--- src/rtl/dmacsr_pkg.sv ---
package dmacsr_pkg;
  typedef enum logic [1:0] {
    MODE_OFF    = 2'd0,
    MODE_CHAIN  = 2'd1,
    MODE_SINGLE = 2'd2,
    MODE_RSVD   = 2'd3
  } ch_mode_e;

  typedef enum logic [1:0] {
    ST_IDLE = 2'd0,
    ST_DESC = 2'd1,
    ST_WAIT = 2'd2,
    ST_XFER = 2'd3
  } ch_state_e;

  // word indices (byte offset / 4)
  localparam int WI_CTRL_LO = 0;
  localparam int WI_EN_HI   = 1;
  localparam int WI_IRQ     = 2;
  localparam int WI_CTRL_HI = 3;
  localparam int WI_STAT_LO = 4;
  localparam int WI_STAT_HI = 5;

  localparam int LO_CH      = 8;
  localparam int NIB_W      = 4;
  localparam int START_LSB  = 8;
  localparam int ERR_LSB    = 8;
  localparam int STATE_LSB  = 16;
endpackage

--- src/rtl/dmacsr_decode.sv ---
module dmacsr_decode #(
  parameter int AW = 8
) (
  input  logic [AW-1:0] addr_i,
  input  logic          wr_en_i,
  output logic [AW-3:0] word_o,
  output logic          we_ctrl_lo_o,
  output logic          we_en_hi_o,
  output logic          we_irq_o,
  output logic          we_ctrl_hi_o,
  output logic          we_stat_lo_o,
  output logic          we_stat_hi_o
);
  import dmacsr_pkg::*;
  localparam int WI_W = AW - 2;

  logic aligned;
  assign aligned = (addr_i[1:0] == 2'b00);
  assign word_o  = addr_i[AW-1:2];

  always_comb begin
    we_ctrl_lo_o = wr_en_i && aligned && (word_o == WI_W'(WI_CTRL_LO));
    we_en_hi_o   = wr_en_i && aligned && (word_o == WI_W'(WI_EN_HI));
    we_irq_o     = wr_en_i && aligned && (word_o == WI_W'(WI_IRQ));
    we_ctrl_hi_o = wr_en_i && aligned && (word_o == WI_W'(WI_CTRL_HI));
    we_stat_lo_o = wr_en_i && aligned && (word_o == WI_W'(WI_STAT_LO));
    we_stat_hi_o = wr_en_i && aligned && (word_o == WI_W'(WI_STAT_HI));
  end
endmodule

--- src/rtl/dmacsr_chan.sv ---
module dmacsr_chan (
  input  logic       clk_i,
  input  logic       rst_ni,
  input  logic       cfg_we_i,
  input  logic [2:0] cfg_nib_i,
  input  logic       en_we_i,
  input  logic       en_i,
  input  logic       kick_i,
  input  logic       clr_irq_i,
  input  logic       clr_err_i,
  input  logic [1:0] state_i,
  input  logic       done_i,
  input  logic       err_i,
  output logic [1:0] mode_o,
  output logic       dir_o,
  output logic       en_o,
  output logic       irq_flag_o,
  output logic       err_flag_o,
  output logic       start_o
);
  import dmacsr_pkg::*;

  ch_mode_e mode_q;
  logic     dir_q, en_q, irq_q, err_q, start_q;
  logic     mode_ok, idle, go;

  assign mode_ok = cfg_we_i && (ch_mode_e'(cfg_nib_i[1:0]) != MODE_RSVD);
  assign idle    = (ch_state_e'(state_i) == ST_IDLE);
  assign go      = idle && ((mode_ok && (ch_mode_e'(cfg_nib_i[1:0]) != MODE_OFF)) ||
                            (kick_i && (mode_q != MODE_OFF)));

  always_ff @(posedge clk_i or negedge rst_ni) begin
    if (!rst_ni) begin
      mode_q  <= MODE_OFF;
      dir_q   <= 1'b0;
      en_q    <= 1'b0;
      irq_q   <= 1'b0;
      err_q   <= 1'b0;
      start_q <= 1'b0;
    end else begin
      if (mode_ok) begin
        mode_q <= ch_mode_e'(cfg_nib_i[1:0]);
        dir_q  <= cfg_nib_i[2];
      end
      if (en_we_i) en_q <= en_i;
      // set beats clear
      if (done_i || err_i) irq_q <= 1'b1;
      else if (clr_irq_i)  irq_q <= 1'b0;
      if (err_i)           err_q <= 1'b1;
      else if (clr_err_i)  err_q <= 1'b0;
      start_q <= go;
    end
  end

  assign mode_o     = mode_q;
  assign dir_o      = dir_q;
  assign en_o       = en_q;
  assign irq_flag_o = irq_q;
  assign err_flag_o = err_q;
  assign start_o    = start_q;


  start_idle_chk: assert property (@(posedge clk_i) disable iff (!rst_ni)
    start_o |-> ($past(state_i) == 2'd0));

  rsvd_hold_chk: assert property (@(posedge clk_i) disable iff (!rst_ni)
    (cfg_we_i && cfg_nib_i[1:0] == 2'd3) |=> ($stable(mode_o) && $stable(dir_o)));

  err_sets_chk: assert property (@(posedge clk_i) disable iff (!rst_ni)
    err_i |=> (irq_flag_o && err_flag_o));

  set_wins_chk: assert property (@(posedge clk_i) disable iff (!rst_ni)
    (done_i && clr_irq_i) |=> irq_flag_o);

  w1c_clear_chk: assert property (@(posedge clk_i) disable iff (!rst_ni)
    (clr_irq_i && !done_i && !err_i) |=> !irq_flag_o);
endmodule

--- src/rtl/dmacsr_rdmux.sv ---
module dmacsr_rdmux #(
  parameter int NUM_CH = 12,
  parameter int AW     = 8
) (
  input  logic [AW-3:0]       word_i,
  input  logic [2*NUM_CH-1:0] mode_i,
  input  logic [NUM_CH-1:0]   dir_i,
  input  logic [NUM_CH-1:0]   en_i,
  input  logic [NUM_CH-1:0]   irq_i,
  input  logic [NUM_CH-1:0]   err_i,
  input  logic [2*NUM_CH-1:0] state_i,
  output logic [31:0]         rd_word_o
);
  import dmacsr_pkg::*;
  localparam int WI_W = AW - 2;

  logic [31:0] ctrl_lo, ctrl_hi, en_hi, irq_w, stat_lo, stat_hi;

  always_comb begin
    ctrl_lo = '0; ctrl_hi = '0; en_hi = '0;
    irq_w   = '0; stat_lo = '0; stat_hi = '0;
    for (int c = 0; c < NUM_CH; c++) begin
      if (c < LO_CH) begin
        ctrl_lo[NIB_W*(c % LO_CH) +: NIB_W]     = {1'b0, dir_i[c], mode_i[2*c +: 2]};
        irq_w[c % LO_CH]                         = en_i[c];
        stat_lo[c % LO_CH]                       = irq_i[c];
        stat_lo[ERR_LSB + (c % LO_CH)]           = err_i[c];
        stat_lo[STATE_LSB + 2*(c % LO_CH) +: 2]  = state_i[2*c +: 2];
      end else begin
        ctrl_hi[NIB_W*(c % LO_CH) +: NIB_W]     = {1'b0, dir_i[c], mode_i[2*c +: 2]};
        en_hi[c % LO_CH]                         = en_i[c];
        stat_hi[c % LO_CH]                       = irq_i[c];
        stat_hi[ERR_LSB + (c % LO_CH)]           = err_i[c];
        stat_hi[STATE_LSB + 2*(c % LO_CH) +: 2]  = state_i[2*c +: 2];
      end
    end
  end

  always_comb begin
    unique case (word_i)
      WI_W'(WI_CTRL_LO): rd_word_o = ctrl_lo;
      WI_W'(WI_EN_HI):   rd_word_o = en_hi;
      WI_W'(WI_IRQ):     rd_word_o = irq_w;
      WI_W'(WI_CTRL_HI): rd_word_o = ctrl_hi;
      WI_W'(WI_STAT_LO): rd_word_o = stat_lo;
      WI_W'(WI_STAT_HI): rd_word_o = stat_hi;
      default:           rd_word_o = '0;
    endcase
  end
endmodule

--- src/rtl/dma_csr_regs.sv ---
module dma_csr_regs #(
  parameter int NUM_CH = 12,
  parameter int AW     = 8
) (
  input  logic                clk_i,
  input  logic                rst_ni,
  input  logic [AW-1:0]       addr_i,
  input  logic                wr_en_i,
  input  logic [31:0]         wdata_i,
  input  logic                rd_en_i,
  output logic [31:0]         rdata_o,
  output logic [2*NUM_CH-1:0] ch_mode_o,
  output logic [NUM_CH-1:0]   ch_dir_o,
  output logic [NUM_CH-1:0]   ch_start_o,
  input  logic [2*NUM_CH-1:0] ch_state_i,
  input  logic [NUM_CH-1:0]   ch_done_i,
  input  logic [NUM_CH-1:0]   ch_err_i,
  output logic                irq_o
);
  import dmacsr_pkg::*;
  localparam int WI_W = AW - 2;

  logic [WI_W-1:0]   word;
  logic              we_ctrl_lo, we_en_hi, we_irq, we_ctrl_hi, we_stat_lo, we_stat_hi;
  logic [NUM_CH-1:0] en, irq_flag, err_flag;
  logic [31:0]       rd_word, rdata_q;
  logic              unused_wdata;

  assign unused_wdata = ^wdata_i;

  dmacsr_decode #(.AW(AW)) u_decode (
    .addr_i       (addr_i),
    .wr_en_i      (wr_en_i),
    .word_o       (word),
    .we_ctrl_lo_o (we_ctrl_lo),
    .we_en_hi_o   (we_en_hi),
    .we_irq_o     (we_irq),
    .we_ctrl_hi_o (we_ctrl_hi),
    .we_stat_lo_o (we_stat_lo),
    .we_stat_hi_o (we_stat_hi)
  );

  for (genvar c = 0; c < NUM_CH; c++) begin : g_ch
    localparam int LC = c % LO_CH;
    logic cfg_we, en_we, clr_irq, clr_err;
    if (c < LO_CH) begin : g_lo
      assign cfg_we  = we_ctrl_lo;
      assign en_we   = we_irq;
      assign clr_irq = we_stat_lo;
      assign clr_err = we_stat_lo;
    end else begin : g_hi
      assign cfg_we  = we_ctrl_hi;
      assign en_we   = we_en_hi;
      assign clr_irq = we_stat_hi;
      assign clr_err = we_stat_hi;
    end

    dmacsr_chan u_chan (
      .clk_i      (clk_i),
      .rst_ni     (rst_ni),
      .cfg_we_i   (cfg_we),
      .cfg_nib_i  (wdata_i[NIB_W*LC +: 3]),
      .en_we_i    (en_we),
      .en_i       (wdata_i[LC]),
      .kick_i     (we_irq && wdata_i[START_LSB + c]),
      .clr_irq_i  (clr_irq && wdata_i[LC]),
      .clr_err_i  (clr_err && wdata_i[ERR_LSB + LC]),
      .state_i    (ch_state_i[2*c +: 2]),
      .done_i     (ch_done_i[c]),
      .err_i      (ch_err_i[c]),
      .mode_o     (ch_mode_o[2*c +: 2]),
      .dir_o      (ch_dir_o[c]),
      .en_o       (en[c]),
      .irq_flag_o (irq_flag[c]),
      .err_flag_o (err_flag[c]),
      .start_o    (ch_start_o[c])
    );
  end

  dmacsr_rdmux #(.NUM_CH(NUM_CH), .AW(AW)) u_rdmux (
    .word_i    (word),
    .mode_i    (ch_mode_o),
    .dir_i     (ch_dir_o),
    .en_i      (en),
    .irq_i     (irq_flag),
    .err_i     (err_flag),
    .state_i   (ch_state_i),
    .rd_word_o (rd_word)
  );

  always_ff @(posedge clk_i or negedge rst_ni) begin
    if (!rst_ni)      rdata_q <= '0;
    else if (rd_en_i) rdata_q <= rd_word;
  end

  assign rdata_o = rdata_q;
  assign irq_o   = |(irq_flag & en);


  unmapped_zero_chk: assert property (@(posedge clk_i) disable iff (!rst_ni)
    (rd_en_i && (addr_i[AW-1:2] > WI_W'(WI_STAT_HI))) |=> (rdata_o == 32'd0));

  rdata_hold_chk: assert property (@(posedge clk_i) disable iff (!rst_ni)
    !rd_en_i |=> $stable(rdata_o));
endmodule

--- config.mk ---
export PLATFORM = sky130hd
export DESIGN_NAME = dma_csr_regs
export DESIGN_NICKNAME = d
export VERILOG_FILES = /design/src/rtl/dmacsr_pkg.sv /design/src/rtl/dmacsr_decode.sv /design/src/rtl/dmacsr_chan.sv /design/src/rtl/dmacsr_rdmux.sv /design/src/rtl/dma_csr_regs.sv
export SDC_FILE = /design/constraint.sdc
export NUM_CORES = 1
export LEC_CHECK = 0
export ABC_AREA = 0
export BUFFER_PORTS_ARGS = -buffer_cell sky130_fd_sc_hd__buf_2
export CAP_MARGIN = 20
export CORE_MARGIN = 3
export CORE_UTILIZATION = 40
export CTS_CLUSTER_DIAMETER = 80
export CTS_CLUSTER_SIZE = 10
export DETAILED_ROUTE_END_ITERATION = 6
export MAX_ROUTING_LAYER = met4
export SYNTH_ARGS = -nofsm -noshare
export SYNTH_HDL_FRONTEND = slang
export SYNTH_HIERARCHICAL = 1
export SYNTH_SLANG_ARGS = --single-unit
--- constraint.sdc ---
create_clock -name clk_i -period 3.3 [get_ports clk_i]
set_clock_uncertainty 0.15 [all_clocks]
set_input_delay 0.66 -clock clk_i [delete_from_list [all_inputs] [get_ports clk_i]]
set_output_delay 0.66 -clock clk_i [all_outputs]
set_load 0.01 [all_outputs]
; After elaboration in Yosys (flattened, before gate mapping)
; Index checks and enable logic that the tools add are counted.
[classes]
n_reduce_logical = 174
bitwise_logic = 1
mux = 49
n_eq_ne = 13
[op_table]
columns = cell, count
row1 = $pmux W32 S6, 1
row2 = $logic_and A1 B1 Y1, 91
row3 = $reduce_bool A2 Y1, 44
row4 = $mux W1, 48
row5 = $logic_not A2 Y1, 13
row6 = $logic_or A1 B1 Y1, 24
row7 = $ne A2 B2 Y1 const B, 8
row8 = $and A12 B12 Y12, 1
row9 = $eq A6 B2 Y1 const B, 2
row10 = $eq A6 B3 Y1 const B, 2
row11 = $reduce_or A12 Y1, 1
row12 = $eq A6 B1 Y1 const B, 1
row13 = $logic_not A6 Y1, 1
[totals]
output_inout_bits = 81
inputBits = 92
reg_bits = 116

; Longest topological paths before layout
[logic_depth]
ltp_word = 7
ltp_mapped = 7

; Cells and area by module
; Netlist, hierarchy kept.
[by_module_without_submodules]
columns = module, cells_each, area_each_um2, seq_area_each_um2, n_inst
row1 = dmacsr_chan, 24, 290.3, 175.2, 12
row2 = dma_csr_regs, 113, 1635.3, 800.8, 1
row3 = dmacsr_rdmux, 100, 804.5, 0.0, 1
row4 = dmacsr_decode, 19, 121.4, 0.0, 1

; Worst setup path before layout
; OpenSTA, ideal clock, no wires.
[synth_path]
kind = input -> register
start = input addr_i[1]
end = register g_ch[0].u_chan.dir_q
stages = 5
required_ps = 3025
arrival_ps = 3413
setup_slack_ps = -388
n_path_buf = 1
cell_sequence = or4_1 clkbuf_2 nor4_1 a21boi_0 mux2_2
[synth_between]
elab_chain_len = 4
[synth_rtl]
columns = element, line
row1 = start: declaration, dma_csr_regs.sv:7  ; input logic [AW-1:0] addr_i,
row2 = $logic_not A2 Y1, dmacsr_decode.sv:18  ; assign aligned = (addr_i[1:0] == 2'b00);
row3 = $logic_and A1 B1 Y1 (2 in a row), dmacsr_decode.sv:22  ; we_ctrl_lo_o = wr_en_i && aligned && (word_o == WI_W'(WI_CTRL_LO));
row4 = via g_ch[0].cfg_we, dma_csr_regs.sv:45  ; logic cfg_we, en_we, clr_irq, clr_err;
row5 = $logic_and A1 B1 Y1, dmacsr_chan.sv:27  ; assign mode_ok = cfg_we_i && (ch_mode_e'(cfg_nib_i[1:0]) != MODE_RSVD);
row6 = end signal: assignment, dmacsr_chan.sv:43  ; dir_q <= cfg_nib_i[2];
row7 = end: declaration, dmacsr_chan.sv:24  ; logic dir_q, en_q, irq_q, err_q, start_q;
; The timed path passes the listed nets, and every way through them passes these cells.
; A chain may end at the register's enable or synchronous reset.

; Final worst setup path
[layout_path]
start = register g_ch[2].u_chan.irq_q
end = output irq_o
[layout_between]
elab_chain_len = 2
[layout_rtl]
columns = element, line
row1 = start: declaration, dmacsr_chan.sv:24
row2 = start signal: assignment, dmacsr_chan.sv:37  ; irq_q <= 1'b0;
row3 = start signal: assignment, dmacsr_chan.sv:47  ; if (done_i || err_i) irq_q <= 1'b1;
row4 = start signal: assignment, dmacsr_chan.sv:48  ; else if (clr_irq_i) irq_q <= 1'b0;
row5 = $and A12 B12 Y12, dma_csr_regs.sv:97  ; assign irq_o = |(irq_flag & en);
row6 = $reduce_or A12 Y1, dma_csr_regs.sv:97
row7 = end: declaration, dma_csr_regs.sv:18  ; output logic irq_o
; No other way between the ends.

==> flow_metrics.py <==
metrics = {
    "layout": {
        "final_cells": 898,
        "num-fill-cells": 1314,
        "diodes": 0,
        "area_growth_pct": 27.2,
        "nets": 794,
        "multiInputGateArea_um2": 2850,
        "final_layout_size_suffix_gt1_share_pct": 38.9,
        "regArea_um2": 2900,
    },
    "pwr": {
        "leakagePower_nw": 3.84,
        "ir_drop_v": 0.000353,
        "powerDensity_nw_per_um2": 473,
        "power_mw": 3.63,
    },
    "synthesis": {
        "yosysSeqAreaShare_pct": 48.0,
        "ys_types": 45,
        "syn_inst": 520,
        "synth_fp_nets": 612,
        "synth.ff_latch_count": 116,
        "synth_edf_count": 0,
        "ys_top_cells_by_count": "116 x dfrtp_1, 40 x and2_1, 38 x inv_1, 32 x mux2i_1, 31 x mux2_4",
        "synth_top_area_share_pct": 48.0,
        "ys.flop_type": "dfrtp_1",
        "synth_area_um2": 6040,
        "synth_area_leader_cell": "dfrtp_1",
        "yosysMostFrequentCell": "dfrtp_1",
        "synthArstFlopShare_pct": 100,
        "synth_warnings": 6,
        "synth.area.top_cells": "dfrtp_1 48%, mux2_4 7.7%, mux2i_1 5.3%",
        "syn_avg_cell_area_um2": 11.6,
    },
    "sta": {
        "worst_slew_pin_slew_ps": 638,
        "fmax_mhz": 383,
        "setup_tns_ps": 0,
        "fin_hold_ws_ps": 89.8,
        "setup_viol": 0,
        "max_slew_margin_pct": 57.4,
        "slew_violations": 0,
        "timing_hold_violations_final": 0,
        "period_share_pct": 79.1,
        "period_needed_ps": 2610,
        "rsz0062_at_grt": "no",
    },
    "placement": {
        "portBuffers": 169,
        "routabilityCongestion": 0.864,
        "place_hpwl_mm": 12.8,
        "dpl.cell_count": 867,
    },
    "floorplanning": {
        "io_pins": 173,
        "start_util_pct": 41.3,
        "die_w_um": 129,
        "placementRows": 44,
        "coreArea_um2": 14600,
        "chipHeight_um": 129,
        "die_area_um2": 16600,
    },
    "worst_setup_path": {
        "r2r_end": "rdata_o[1]",
        "critical_path_arrival_ps": 1800,
        "path_cells": "a22o_1 -> a221oi_1 -> nand3_1 -> buf_2",
        "slowest_stage": "dfrtp_1",
        "worstPathMaxFanout": 3,
        "r2r_cells": 4,
        "startpoint_type": "register",
        "max_stage_delay_ps": 410,
        "r2r_start": "g_ch[0].u_chan/mode_o[1]",
        "worst-r2r-setup-slack_ps": 1570,
        "endpoint": "irq_o",
        "worstSetupPathType": "register to output port",
        "setup.worst_path.start": "g_ch[2].u_chan/irq_flag_o",
        "crit_required_ps": 2490,
        "endpoint_kind": "output port",
    },
    "clock_network": {
        "root_buffer": "clkbuf_16",
        "cts_buffers": 17,
        "cts_hold_buffers": 0,
        "cts_sinks": 116,
        "clkTransAtPathRegs_ps": 50,
        "cts_tree": "built",
        "cts_max_level": 4,
        "post_cts_buffers": 0,
        "cts_resized": 0,
        "cts_buffer_depth": 2,
        "clk_latency_ps": 440,
    },
    "global_routing": {
        "grt_max_degree": 46,
        "grt_pass1_vias": 4797,
        "grt_antenna_before_repair": 1,
        "gr-usage-all-layers_pct": 22.7,
        "grt_overflow_total": 0,
        "grt_pass1_wl_mm": 27.4,
    },
    "drt": {
        "num_vias": 4722,
        "antenna_left": 0,
        "avgRoutedWirePerCell_um": 19.8,
        "drtIter0Drc": 265,
        "finalWirelength_mm": 17.8,
        "first_pass_iters": 4,
        "drc_errors": 0,
        "via_per_inst": 5.26,
    },
    "outcome": {
        "status": "finished clean",
    },
    "job": {
        "drv_cap": 0,
    },
    "hold_path": {
        "hold_class": "primary input to asynchronous set/reset pin",
    },
}
worst min path at each step:
stage | end | slack (ps) | cells past startpoint
2_1_floorplan | g_ch[0].u_chan/dir_o | 210 | 0
3_3_place_gp | g_ch[7].u_chan/err_flag_o | 310 | 1
3_5_place_dp | g_ch[7].u_chan/err_flag_o | 310 | 1
4_1_cts | rdata_o[22] | 130 | 1
5_1_grt | g_ch[11].u_chan/start_o | 140 | 1
6_report | g_ch[11].u_chan/start_o | 90 | 1
metal layers:
layer  wire [µm]  track usage (%)
met1        7990             30.1
met2        8550             34.7
met3        1040             5.19
met4         243             6.79
met5           0                -
report_power, final:
| part | leakage [nW] | switching, mW | internal (mW) | total [mW] |
|---|---|---|---|---|
| logic | 2.13 | 0.192 | 0.145 | 0.337 |
| registers | 1.43 | 0.0310 | 1.46 | 1.49 |
| clock network | 0.281 | 0.625 | 1.18 | 1.81 |
| total | 3.84 | 0.848 | 2.79 | 3.63 |
worst max-delay path, delay by kind of cell, from the launching register on:
family          cells  cell delay [ps]
buf+inv             1              180
simple gates        1              170
flops               1              410
compound gates      2              610
cell families after synthesis:
kind of cell           count (synthesis)  synth area share [%]
buffers and inverters                 60                  5.38
flip-flops                           116                  48.0
AO/OA/AOI/OAI                        110                  12.8
AND/OR/NAND/NOR                      130                  13.5
multiplexers                          92                  18.6
XOR/XNOR                              12                  1.74
layout make-up:
| cell class | count | share of cell area [%] |
|---|---|---|
| Inverter | 38 | 1.85 |
| Multi-Input combinational cell | 344 | 37.0 |
| Clock inverter | 4 | 0.911 |
| Clock buffer | 27 | 6.54 |
| Sequential cell | 116 | 37.7 |
| Tap cell | 184 | 2.99 |
| Timing Repair Buffer | 185 | 12.9 |
stage by stage:
step,util (%),worst slack (ps),cell area (µm²)
after floorplan,-,52.4,6050
after global placement,48.6,458,7120
after detailed placement,48.6,433,7120
after CTS,52.5,703,7690
after global routing,52.5,630,7690
final,52.5,689,7690
flip-flops by register name, indices dropped and copies added (netlist names):
name	count
g_ch.u_chan/err_flag_o	12
g_ch.u_chan/irq_flag_o	12
g_ch.u_chan/dir_o	12
g_ch.u_chan/en_o	12
g_ch.u_chan/mode_o	24
rdata_o	32
g_ch.u_chan/start_o	12
layout by cell type, fill, tap and decap left out, types with 3 or more instances in the layout:
cell type	netlist	final
a21boi_0	12	12
a21o_1	12	12
a21oi_1	12	12
a221oi_1	3	3
a22o_1	4	4
and2_1	40	40
and3_1	4	4
buf_2	6	168
buf_4	7	15
clkbuf_1	2	6
clkbuf_16	0	17
clkbuf_8	0	4
dfrtp_1	116	116
inv_1	38	38
mux2_2	28	28
mux2_4	31	31
mux2i_1	32	32
nand2_1	3	3
nand3_1	7	7
nand4_1	3	3
nor2_1	22	22
nor2b_1	12	12
o211ai_1	3	3
o21a_1	12	12
o21ai_0	24	24
o22ai_1	3	3
o2bb2ai_1	10	10
o32ai_1	12	12
or2b_1	12	12
or3b_1	12	12
xnor2_1	12	12
Note: power is estimated with default switching activity, not from simulation.
